### config.mk
export PLATFORM = sky130hd
export DESIGN_NAME = serial_audio_rx
export DESIGN_NICKNAME = d
export VERILOG_FILES = /design/src/rtl/serial_audio_rx_pkg.sv /design/src/rtl/slot_timer.sv /design/src/rtl/bit_shifter.sv /design/src/rtl/sample_framer.sv /design/src/rtl/serial_audio_rx.sv
export SDC_FILE = /design/constraint.sdc
export NUM_CORES = 1
export LEC_CHECK = 0
export BUFFER_PORTS_ARGS = -buffer_cell sky130_fd_sc_hd__buf_2
export CAP_MARGIN = 10
export CORE_MARGIN = 1.5
export CORE_UTILIZATION = 58
export CTS_BUF_LIST = sky130_fd_sc_hd__clkbuf_4
export CTS_CLUSTER_DIAMETER = 40
export DETAILED_ROUTE_END_ITERATION = 10
export GPL_TIMING_DRIVEN = 1
export PLACE_DENSITY_LB_ADDON = 0.15
export SLEW_MARGIN = 0
export SYNTH_ARGS = -nofsm -noshare
export SYNTH_HDL_FRONTEND = slang
export SYNTH_SLANG_ARGS = --single-unit
### constraint.sdc
create_clock -name clk -period 3.6 [get_ports clk]
set_clock_uncertainty 0.15 [all_clocks]
set_input_delay 0 -clock clk [delete_from_list [all_inputs] [get_ports clk]]
set_output_delay 0 -clock clk [all_outputs]
set_load 0.02 [all_outputs]
### src/rtl/serial_audio_rx_pkg.sv
package serial_audio_rx_pkg;

  typedef enum logic [1:0] {
    FMT_I2S = 2'd0,
    FMT_LJ  = 2'd1,
    FMT_RJ  = 2'd2,
    FMT_DSP = 2'd3
  } frame_fmt_e;

endpackage

### src/rtl/slot_timer.sv
// Tracks the frame clock: edge detection, frame start and bit position.
module slot_timer #(
  parameter int CNT_W = 6
) (
  input  logic             clk,
  input  logic             rst_n,
  input  logic             lrck,
  input  logic             dsp_mode,
  output logic [CNT_W-1:0] pos,
  output logic [CNT_W-1:0] run_len,
  output logic             lr_change,
  output logic             synced,
  output logic             lr_prev
);
  localparam logic [CNT_W-1:0] CNT_MAX = '1;

  logic             primed_q;
  logic             lr_q;
  logic             synced_q;
  logic [CNT_W-1:0] cnt_q;
  logic             start;

  assign lr_change = primed_q && (lrck != lr_q);
  // DSP framing restarts only on a rising frame clock (the sync pulse).
  assign start     = dsp_mode ? (lr_change && lrck) : lr_change;
  assign pos       = start ? '0 : cnt_q;
  assign run_len   = cnt_q;
  assign synced    = synced_q;
  assign lr_prev   = lr_q;

  always_ff @(posedge clk) begin
    if (!rst_n) begin
      primed_q <= 1'b0;
      lr_q     <= 1'b0;
      synced_q <= 1'b0;
      cnt_q    <= CNT_MAX;
    end else begin
      primed_q <= 1'b1;
      lr_q     <= lrck;
      synced_q <= synced_q | start;
      cnt_q    <= (pos == CNT_MAX) ? pos : pos + 1'b1;
    end
  end
endmodule

### src/rtl/bit_shifter.sv
// Serial-in history of the data line.
module bit_shifter #(
  parameter int MAX_W = 18
) (
  input  logic             clk,
  input  logic             rst_n,
  input  logic             sdata,
  output logic [MAX_W-1:0] hist,
  output logic [MAX_W-1:0] hist_now
);
  logic [MAX_W-1:0] sh_q;

  assign hist     = sh_q;
  assign hist_now = {sh_q[MAX_W-2:0], sdata};

  always_ff @(posedge clk) begin
    if (!rst_n) sh_q <= '0;
    else        sh_q <= hist_now;
  end
endmodule

### src/rtl/sample_framer.sv
// Decides when a word is complete, which channel it is, and extends it.
module sample_framer
  import serial_audio_rx_pkg::*;
#(
  parameter int MAX_W = 18,
  parameter int MIN_W = 16,
  parameter int CNT_W = 6
) (
  input  logic [1:0]       fmt,
  input  logic             wide,
  input  logic [CNT_W-1:0] pos,
  input  logic [CNT_W-1:0] run_len,
  input  logic             lr_change,
  input  logic             synced,
  input  logic             lrck,
  input  logic             lr_prev,
  input  logic [MAX_W-1:0] hist,
  input  logic [MAX_W-1:0] hist_now,
  output logic             done,
  output logic             is_left,
  output logic [MAX_W-1:0] word
);
  logic [CNT_W-1:0] w_sel;
  logic [MAX_W-1:0] src;

  assign w_sel = wide ? CNT_W'(MAX_W) : CNT_W'(MIN_W);

  always_comb begin
    done    = 1'b0;
    is_left = lrck;
    src     = hist_now;
    unique case (frame_fmt_e'(fmt))
      FMT_I2S: done = (pos == w_sel);
      FMT_LJ:  done = (pos == w_sel - 1'b1);
      FMT_RJ: begin
        // Word ended on the previous sample; count back from the edge.
        done    = lr_change && synced && (run_len >= w_sel);
        is_left = lr_prev;
        src     = hist;
      end
      FMT_DSP: begin
        is_left = (pos == w_sel);
        done    = (pos == w_sel) || (pos == (w_sel << 1));
      end
      default: done = 1'b0;
    endcase
  end

  for (genvar i = 0; i < MAX_W; i++) begin : g_ext
    if (i < MIN_W) begin : g_keep
      assign word[i] = src[i];
    end else begin : g_sign
      assign word[i] = wide ? src[i] : src[MIN_W-1];
    end
  end
endmodule

### src/rtl/serial_audio_rx.sv
module serial_audio_rx #(
  parameter int MAX_W = 18,
  parameter int MIN_W = 16
) (
  input  logic             clk,
  input  logic             rst_n,
  input  logic [1:0]       fmt_sel,
  input  logic             wide18,
  input  logic             lrck,
  input  logic             sdata,
  output logic [MAX_W-1:0] left_sample,
  output logic             left_valid,
  output logic [MAX_W-1:0] right_sample,
  output logic             right_valid
);
  import serial_audio_rx_pkg::*;

  localparam int CNT_W = $clog2(2 * MAX_W + 2);

  logic [CNT_W-1:0] pos, run_len;
  logic             lr_change, synced, lr_prev;
  logic [MAX_W-1:0] hist, hist_now, word;
  logic             done, is_left;

  slot_timer #(.CNT_W(CNT_W)) u_timer (
    .clk      (clk),
    .rst_n    (rst_n),
    .lrck     (lrck),
    .dsp_mode (fmt_sel == FMT_DSP),
    .pos      (pos),
    .run_len  (run_len),
    .lr_change(lr_change),
    .synced   (synced),
    .lr_prev  (lr_prev)
  );

  bit_shifter #(.MAX_W(MAX_W)) u_shift (
    .clk     (clk),
    .rst_n   (rst_n),
    .sdata   (sdata),
    .hist    (hist),
    .hist_now(hist_now)
  );

  sample_framer #(.MAX_W(MAX_W), .MIN_W(MIN_W), .CNT_W(CNT_W)) u_framer (
    .fmt      (fmt_sel),
    .wide     (wide18),
    .pos      (pos),
    .run_len  (run_len),
    .lr_change(lr_change),
    .synced   (synced),
    .lrck     (lrck),
    .lr_prev  (lr_prev),
    .hist     (hist),
    .hist_now (hist_now),
    .done     (done),
    .is_left  (is_left),
    .word     (word)
  );

  always_ff @(posedge clk) begin
    if (!rst_n) begin
      left_sample  <= '0;
      right_sample <= '0;
      left_valid   <= 1'b0;
      right_valid  <= 1'b0;
    end else begin
      left_valid  <= done && is_left;
      right_valid <= done && !is_left;
      if (done && is_left)  left_sample  <= word;
      if (done && !is_left) right_sample <= word;
    end
  end
endmodule

* Yosys cells after proc, flatten, opt, wreduce, memory -nomap -nowiden
Cells that the tools add are included.
** Storage, ports and cells
- Bits in writable memories :: 0
- Input bits :: 7
- Output and inout bits :: 38
- Flip-flop bits (word level) :: 65
- Bits in latches :: 0
- Word-level logic and storage cells :: 40
- ROM bits :: 0
- Memories kept :: 0
** Operators by class
- Mux-type cells :: 10
- Add/subtract/negate cells :: 2
- Divide/modulo/power cells :: 0
- Shift operators :: 0
- $mul :: 0
- Reduce and logical (&&, ||, !) cells :: 9
- Eq/ne operators :: 8
- Bitwise logic cells :: 1
- $lt $le $gt $ge :: 1
** Operators by type and width (number)
- $eq A6 B6 Y1 :: 3
- $mux W18 :: 1
- $mux W6 :: 2
- $add A6 B1 Y6 const B :: 1
- $eq A6 B6 Y1 const B :: 1
- $ge A6 B6 Y1 :: 1
- $logic_and A1 B1 Y1 :: 6
- $sub A6 B1 Y6 const B :: 1
- $eq A2 B2 Y1 const B :: 2
- $mux W1 :: 4
- $pmux W1 S4 :: 1
- $eq A2 B1 Y1 const B :: 1
- $logic_not A2 Y1 :: 1
- $mux W2 :: 1
- $pmux W1 S2 :: 1
- $logic_not A1 Y1 :: 1
- $logic_or A1 B1 Y1 :: 1
- $ne A1 B1 Y1 :: 1
- $or A1 B1 Y1 :: 1

* Depth between registers and ports, before layout
Gate-level depths: netlist of the first run.
- Word-level depth :: 9
- Mapped depth :: 14
- Depth with buffers taken out :: 11

* Modules after synthesis
From an unflattened synthesis of the first run, not the netlist that was laid out.
** Unflattened totals
- Cell total of the unflattened synthesis :: 296
- Area total of the unflattened synthesis :: 2974.1 um^2
** Modules (own cells, without submodules)
- serial_audio_rx :: sequential area each 760.7 um^2, area an instance 1445.1 um^2, cells an instance 144, instances 1
- bit_shifter :: sequential area each 360.3 um^2, area an instance 636.9 um^2, cells an instance 55, instances 1
- sample_framer :: sequential area each 0.0 um^2, area an instance 456.7 um^2, cells an instance 50, instances 1
- slot_timer :: sequential area each 180.2 um^2, area an instance 435.4 um^2, cells an instance 47, instances 1

* Worst setup path after synthesis of the first run
Ideal clock, no wire load.
- Path kind :: register to register
- From :: register u_timer.lr_q (netlist: u_timer.lr_prev)
- To :: register right_sample[16]
- Slack :: 1047 ps
- Setup time :: 72 ps
- Stages on the path, launching flop included :: 14
- Period minus slack after synthesis :: 2553 ps
- Arrival :: 2331 ps
- Required time :: 3378 ps
- Buffers on the path :: 2
- Cells stage by stage :: dfxtp_1 nand2b_1 o21ai_1 nand2_1 and2_1 inv_1 ha_1 nand3_2 o41ai_2 a21oi_1 a2111oi_2 buf_6 buf_12 mux2i_1
** Between the ends
- Longest elaborated chain between the ends :: 9
- Elaborated cells on any way between the ends :: 15
- Those cells by class :: eq/ne: 4; mux: 4; reduce/logical: 7
** Ends and longest elaborated chain
- start: declaration :: line slot_timer.sv:18 : logic lr_q;
- start signal: assignment :: line slot_timer.sv:39 : lr_q <= lrck;
- $ne A1 B1 Y1 :: line slot_timer.sv:23 : assign lr_change = primed_q && (lrck != lr_q);
- $logic_and A1 B1 Y1 :: line slot_timer.sv:23
- $logic_and A1 B1 Y1 :: line slot_timer.sv:25 : assign start = dsp_mode ? (lr_change && lrck) : lr_change;
- $mux W1 :: line slot_timer.sv:25
- $mux W6 :: line slot_timer.sv:26 : assign pos = start ? '0 : cnt_q;
- $eq A6 B6 Y1, on equally long branches :: line sample_framer.sv:33, sample_framer.sv:42, sample_framer.sv:43
- $logic_or A1 B1 Y1 or $pmux W1 S2 (tied branches) :: line sample_framer.sv:43, sample_framer.sv:32
- $pmux W1 S4 or $logic_not A1 Y1 (tied branches) :: line sample_framer.sv:32, serial_audio_rx.sv:71
- $logic_and A1 B1 Y1 * :: line serial_audio_rx.sv:71 : if (done && !is_left) right_sample <= word;
- end signal: assignment :: line serial_audio_rx.sv:71
- end: declaration :: line serial_audio_rx.sv:13 : output logic [MAX_W-1:0] right_sample,
Every way passes the cells marked *; elsewhere a longest branch is shown, timed or not.
A chain may end at the register's enable or synchronous reset.

* Worst setup path after layout of the first run
- From :: input port lrck
- To :: register right_sample[2]
** Between the ends
- Longest elaborated chain between the ends :: 9
- Elaborated cells on any way between the ends :: 15
- Those cells by class :: eq/ne: 4; mux: 4; reduce/logical: 7
** Ends and longest elaborated chain
- start: declaration :: line serial_audio_rx.sv:9 : input logic lrck,
- $ne A1 B1 Y1 :: line slot_timer.sv:23
- $logic_and A1 B1 Y1 :: line slot_timer.sv:23
- $logic_and A1 B1 Y1 :: line slot_timer.sv:25
- $mux W1 :: line slot_timer.sv:25
- $mux W6 :: line slot_timer.sv:26
- $eq A6 B6 Y1, on equally long branches :: line sample_framer.sv:33, sample_framer.sv:42, sample_framer.sv:43
- $logic_or A1 B1 Y1 or $pmux W1 S2 (tied branches) :: line sample_framer.sv:43, sample_framer.sv:32
- $pmux W1 S4 or $logic_not A1 Y1 (tied branches) :: line sample_framer.sv:32, serial_audio_rx.sv:71
- $logic_and A1 B1 Y1 * :: line serial_audio_rx.sv:71
Marked as above.

==> results of run 1 <==
[worst max-delay path by stage]
stage,start,to,slack [ps],cells after the start
6_report,lrck,right_sample[2]$_SDFFE_PN0P_,560,14
5_1_grt,lrck,right_sample[5]$_SDFFE_PN0P_,350,14
4_1_cts,lrck,right_sample[2]$_SDFFE_PN0P_,560,14
3_5_place_dp,u_timer.lr_prev$_SDFF_PN0_,right_sample[2]$_SDFFE_PN0P_,590,12
3_3_place_gp,u_timer.lr_prev$_SDFF_PN0_,right_sample[3]$_SDFFE_PN0P_,690,12
2_1_floorplan,u_timer.lr_prev$_SDFF_PN0_,right_sample[16]$_SDFFE_PN0P_,1050,13
[cells by family after synthesis]
logic type	after synthesis	synth area share [%]
flip-flops	65	46.5
buffers and inverters	25	5.19
XOR/XNOR	7	2.19
AO/OA/AOI/OAI	22	5.73
AND/OR/NAND/NOR	105	19.0
adder cells (fa/ha/maj)	3	1.34
multiplexers	54	20.0
[per-stage QoR]
step | util (%) | cell area, µm² | hold WS (ps) | worst slack, ps
3_5_place_dp | 64.1 | 3010 | 76.9 | 595
6_report | 67.2 | 3150 | 115 | 561
2_1_floorplan | - | 2800 | -122 | 1050
3_3_place_gp | 64.1 | 3010 | 88.2 | 692
4_1_cts | 67.2 | 3150 | 113 | 557
5_1_grt | 67.2 | 3150 | 116 | 353
[power by group through the flow]
stage | Clock, mW | Sequential, mW | Combinational [mW]
floorplan | 0 | 0.801 | 0.227
global placement | 0 | 0.830 | 0.228
detailed placement | 0 | 0.831 | 0.232
CTS | 0.444 | 0.814 | 0.237
global route | 0.480 | 0.824 | 0.265
finish | 0.435 | 0.817 | 0.237
[state kept, by name, indices dropped and copies added, names as in the netlist]
signal and cells:
u_timer.synced 1, left_valid 1, u_timer.primed_q 1, right_valid 1, left_sample 18, u_timer.lr_prev 1
u_shift.hist 18, u_timer.run_len 6, right_sample 18
[cell type report]
cell class / instances / share of cell area (%)
Inverter: 4 / 0.476
Multi-Input combinational cell: 191 / 43.4
Timing Repair Buffer: 50 / 9.04
Clock inverter: 6 / 1.59
Sequential cell: 65 / 41.3
Clock buffer: 9 / 2.14
Tap cell: 54 / 2.14
[worst register-to-register path: cells and delay by family, from the launching register on]
kind                     cells  cell delay, ps
multiplexers                 1             210
AO/OA/AOI/OAI                4            1270
flip-flops                   1             350
buffers and inverters        2             310
AND/OR/NAND/NOR              4             530
adder cells (fa/ha/maj)      1             140
[synthesized netlist by cell type (4+ instances only)]
library cell,count
dfxtp_1,65
nand2b_1,6
clkbuf_1,11
nand3_1,6
and2_1,23
inv_1,4
mux2i_1,39
xnor2_1,4
o21ai_0,7
mux2_2,15
nand2_1,59
[routing by layer]
layer / global-route usage (%) / up-vias / share of wire, %
li1: - / 1023 / -
met1: 26.6 / 915 / 48
met2: 32.5 / 35 / 46
met3: 5.00 / 7 / 3.8
met4: 9.85 / 0 / 1.5
met5: 0 / - / 0
[timing repair]
action                                  CTS  global route
endpoints found under the setup margin    0             0
hold endpoints to repair                  8             0
hold buffers                              3             0
==> summary.md, run 1 <==
| Metric | Value |
|---|---|
| Worst reg2reg setup slack | `580 ps` |
| Hold endpoint | `right_sample[14]$_SDFFE_PN0P_` |
| Area of the multi-input gates | `1370 µm²` |
| Hold_sp | `fmt_sel[0]` |
| Routed wire length | `between 5 and 6 mm` |
| Yosys top cell area share | `a little under half` |
| Switching share of power | `about 29%` |
| CP required | `3760 ps` |
| Crit path max fanout | `14` |
| Leakage power | `between 1 and 1.5 nW` |
| Worst Path Buf+Inv | `4` |
| Startpoint types | `primary input` |
| Post-DRT Antenna Nets | `0` |
| Final std cells w/o fill | `379` |
| Post-Synthesis Net Count | `291` |
| GPL Wtd Cong | `0.824` |
| Reg2reg start | `u_timer.lr_prev$_SDFF_PN0_` |
| Max incr delay on CP | `650 ps` |
| Final setup TNS | `0 ps` |
| FF-to-FF path depth | `12` |
| CP Capture Type | `register` |
| Post-DP HPWL | `~3.3 mm` |
| Drt drc | `0` |
| IO Count | `45` |
| Worst hold path type | `in -> reg` |
| Diodes inserted | `0` |
| PD cells | `472 nW/µm²` |
| Row cnt | `25` |
| Core Area | `4690 µm²` |
| Die Y-Extent | `slightly above 70 µm` |
| Slew margin rel. | `about a quarter` |
| Fillers | `366` |
| Final Hold Vio Count | `0` |
| Flops & latches, synth | `65` |
| Post-CTS sizing | `0` |
| Synth Flop Type | `dfxtp_1` |
| Internal power | `1.06 mW` |
| Area contributors post-synth | `dfxtp_1 (47%), mux2i_1 (14%), nand2_1 (7.9%)` |
| CTS Buffer Depth | `2` |
| Overflow after GRT | `0` |
| Hold Path Cell Cnt | `4` |
| Clk root buf | `clkbuf_4` |
| Worst path top cell family by delay | `compound AO/OA/AOI/OAI gates` |
| CTS tree | `done` |
| Die area | `approximately 5200 µm²` |
| Status | `completed` |
| Vias in the first global route | `between 1500 and 2000` |
| Via count | `1980` |
| P_sw | `0.425 mW` |
| Area grow syn2layout | `12.8%` |
| R2r endpoint | `right_sample[2]$_SDFFE_PN0P_` |
| Async SR Flop Fraction | `0%` |
| CP max-delay cell | `a2111oi_4` |
| Post-Place Cells | `361` |
| RSZ-0062 raised after global routing | `no` |
| CP Class | `in -> reg` |
| Layout cell share with drive strength beyond 1 | `24.9%` |
| Final setup viols | `0` |
| Crit path cell chain | `dlygate4sd3_1 > buf_2 > nand2b_1 > o21ai_1 > nand2_1 > and2_1 > inv_1 > ha_1 > nand3_2 > o41ai_2 > a21oi_1 > a2111oi_4 > buf_12 > mux2i_1` |
| Initial core utilization | `59.6%` |
| Initial DRC Count | `123` |
| Iteration count of the initial detailed-routing pass | `4` |
| Skew-Pair Late Insertion Delay | `380 ps` |
| Clk sinks | `65` |
| Wire per inst | `13.3 µm` |
| Commonest cells after routing, fill and taps aside | `dfxtp_1 (65), nand2_1 (59), buf_2 (44)` |
| Syn Inst Count | `281` |
| Syn Std Cell Area | `2800 µm²` |
| Register area | `between 1000 and 1500 µm²` |
| Largest net degree at the start of global routing | `74` |
| Postcts setup bufs | `0` |
| Leading area contributor after synthesis | `dfxtp_1` |
| Period utilization | `between 80% and 90%` |
| Final Critical Period | `3040 ps` |
| First-pass GRT wire length | `approximately 8.4 mm` |
| Worst-margin pin slew | `1140 ps` |
| DR vias/cell | `5.22` |
| Combinational group share of total power | `~16%` |
| Syn Area/Cell | `9.95 µm²` |
| Global Route Usage Sum | `20.6%` |
| Clk slew on worst S/H paths | `110 ps` |
| Yosys cell types | `39` |
| Antenna violations before repair | `0` |
| Clock Power Share | `~29%` |
| Total power | `1.49 mW` |
| Htree depth | `3` |
| Layout net count | `331` |
| Part of the power in registers | `54.9%` |
| VDD IR max | `0.000245 V` |
| Synth warnings | `0` |
| Post-synth EDFFs | `0` |
| Commonest non-fill, non-tap cell in the layout | `dfxtp_1` |
| Max Clk Rate | `329 MHz` |
| Chip width | `72.4 µm` |
| Seq/Total Area, Yosys | `46.5%` |
| Worst EP arrival | `3190 ps` |
| Cts bufs inserted | `9` |
| MaxCap Viol Count | `0` |
| Port bufs | `44` |
| Slew Viols, Final | `0` |
(Power assumes the default switching activity.)
==> run 2, diff against run 1 <==
clock period = 3.1 ns   (was 3.6 ns; I/O delays follow)
==> summary.md, run 2 (synthesis results as in run 1) <==
| Metric | Value |
|---|---|
| Clk root buf | `clkbuf_4` |
| Status | `completed` |
| Htree depth | `3` |
| Vias in the first global route | `about 1900` |
| PD cells | `524 nW/µm²` |
| Worst path top cell family by delay | `buffers and inverters` |
| Hold buffers post-CTS | `4` |
| Clk slew on worst S/H paths | `90 ps` |
| Fillers | `between 300 and 400` |
| Final Hold Vio Count | `0` |
| Leakage power | `1.34 nW` |
| IO Count | `45` |
| Post-DP HPWL | `3.34 mm` |
| Port bufs | `44` |
| Final worst setup slack | `255 ps` |
| Initial core utilization | `59.6%` |
| Cts bufs inserted | `9` |
| Final setup viols | `0` |
| Crit path cell chain | `dlygate4sd3_1 > buf_2 > nand2b_1 > o21ai_1 > nand2_1 > and2_1 > inv_1 > ha_1 > nand3_2 > o41ai_2 > a21oi_1 > a2111oi_4 > buf_4 > mux2i_1` |
| Die area | `5250 µm²` |
| Commonest non-fill, non-tap cell in the layout | `dfxtp_1` |
| Worst-margin pin slew | `approximately 880 ps` |
| CP max-delay cell | `dlygate4sd3_1` |
| Worst EP arrival | `3000 ps` |
| Crit path max fanout | `14` |
| Overflow after GRT | `0` |
| Clk sinks | `65` |
| Diodes inserted | `0` |
| Row cnt | `25` |
| Iteration count of the initial detailed-routing pass | `4` |
| CP required | `3250 ps` |
| GPL Wtd Cong | `0.798` |
| Initial DRC Count | `76` |
| Wire per inst | `between 10 and 15 µm` |
| Layout cell share with drive strength beyond 1 | `25.8%` |
| Post-Place Setup Slack | `approximately 300 ps` |
| Final setup TNS | `0 ps` |
| VDD IR max | `0.000301 V` |
| Source of the critical timing path | `lrck` |
| CTS Buffer Depth | `2` |
| RSZ-0062 raised after global routing | `no` |
| Fin Hold WS | `roughly 200 ps` |
| Commonest cells after routing, fill and taps aside | `dfxtp_1 (65), nand2_1 (59), buf_2 (44)` |
| Worst Path Buf+Inv | `4` |
| Largest net degree at the start of global routing | `42` |
| Max incr delay on CP | `530 ps` |
| Core Area | `4690 µm²` |
| Final Critical Period | `2840 ps` |
| Die Y-Extent | `roughly 72 µm` |
| Routed wire length | `4.91 mm` |
| Post-CTS sizing | `0` |
| CP Class | `in -> reg` |
| Antenna violations before repair | `0` |
| Hold_sp | `fmt_sel[0]` |
| Drt drc | `0` |
| Chip width | `about 72 µm` |
| Area grow syn2layout | `12.3%` |
| Reg2reg start | `u_timer.lr_prev$_SDFF_PN0_` |
| First-pass GRT wire length | `around 8.4 mm` |
| Max Clk Rate | `352 MHz` |
| Worst hold path type | `in -> reg` |
| Period utilization | `91.8%` |
| DR vias/cell | `5.25` |
| Placed Area | `about 3000 µm²` |
| Postcts setup bufs | `0` |
| Skew-Pair Late Insertion Delay | `380 ps` |
| Startpoint types | `primary input` |
| Cell area after layout | `3140 µm²` |
| MaxCap Viol Count | `0` |
| Global Route Usage Sum | `20.8%` |
| Layout net count | `around 330` |
| CP Capture Type | `register` |
| Slew margin rel. | `41.6%` |
| Slew Viols, Final | `0` |
| CTS tree | `done` |
| Via count | `1996` |
| Post-DRT Antenna Nets | `0` |
## run 2: path summary, 6_finish.rpt
path,endpoint,slack [ps],depth (start not counted)
worst max-delay path,right_sample[11]$_SDFFE_PN0P_,260,14
worst max register to register,right_sample[11]$_SDFFE_PN0P_,260,12
worst min register to register,left_sample[7]$_SDFFE_PN0P_,310,2
worst min-delay path,right_sample[16]$_SDFFE_PN0P_,200,5
## run 2: power breakdown
part	leakage [nW]	switching (mW)	internal [mW]
clock network	0.0561	0.256	0.167
logic	0.761	0.144	0.131
registers	0.527	0.0727	0.875
## run 2: cell type report
class,instances,area [µm²],share of cell area [%]
clock buffers,11,82.6,2.63
clock inverters,2,8.76,0.279
inverters,4,15.0,0.478
multi-input cells,191,1370,43.5
flip-flops and latches,65,1300,41.4
well taps,54,67.6,2.15
repair buffers,53,298,9.48
## run 2: per-stage QoR
stage,cells,util [%],total power [mW]
2_1_floorplan,281,-,1.19
3_3_place_gp,363,64.1,1.23
3_5_place_dp,363,64.1,1.24
4_1_cts,380,66.9,1.67
5_1_grt,380,66.9,1.74
6_report,380,66.9,1.65
## run 2: layer usage
| metal | global-route usage, % | part of all wire (%) | vias to the layer above |
|---|---|---|---|
| met5 | 0 | 0 | - |
| met2 | 34.0 | 47 | 36 |
| li1 | - | - | 1028 |
| met3 | 6.25 | 3.4 | 8 |
| met1 | 25.3 | 48 | 924 |
| met4 | 9.43 | 1.4 | 0 |
## run 2: worst register-to-register path, cell delays in order, from the launching register on
cell and delay [ps]:
dfxtp_1 350, nand2b_1 80, o21ai_1 230, nand2_1 160, and2_1 210, inv_1 60
ha_1 150, nand3_2 80, o41ai_2 200, a21oi_1 180, a2111oi_4 360, buf_4 330
mux2i_1 230
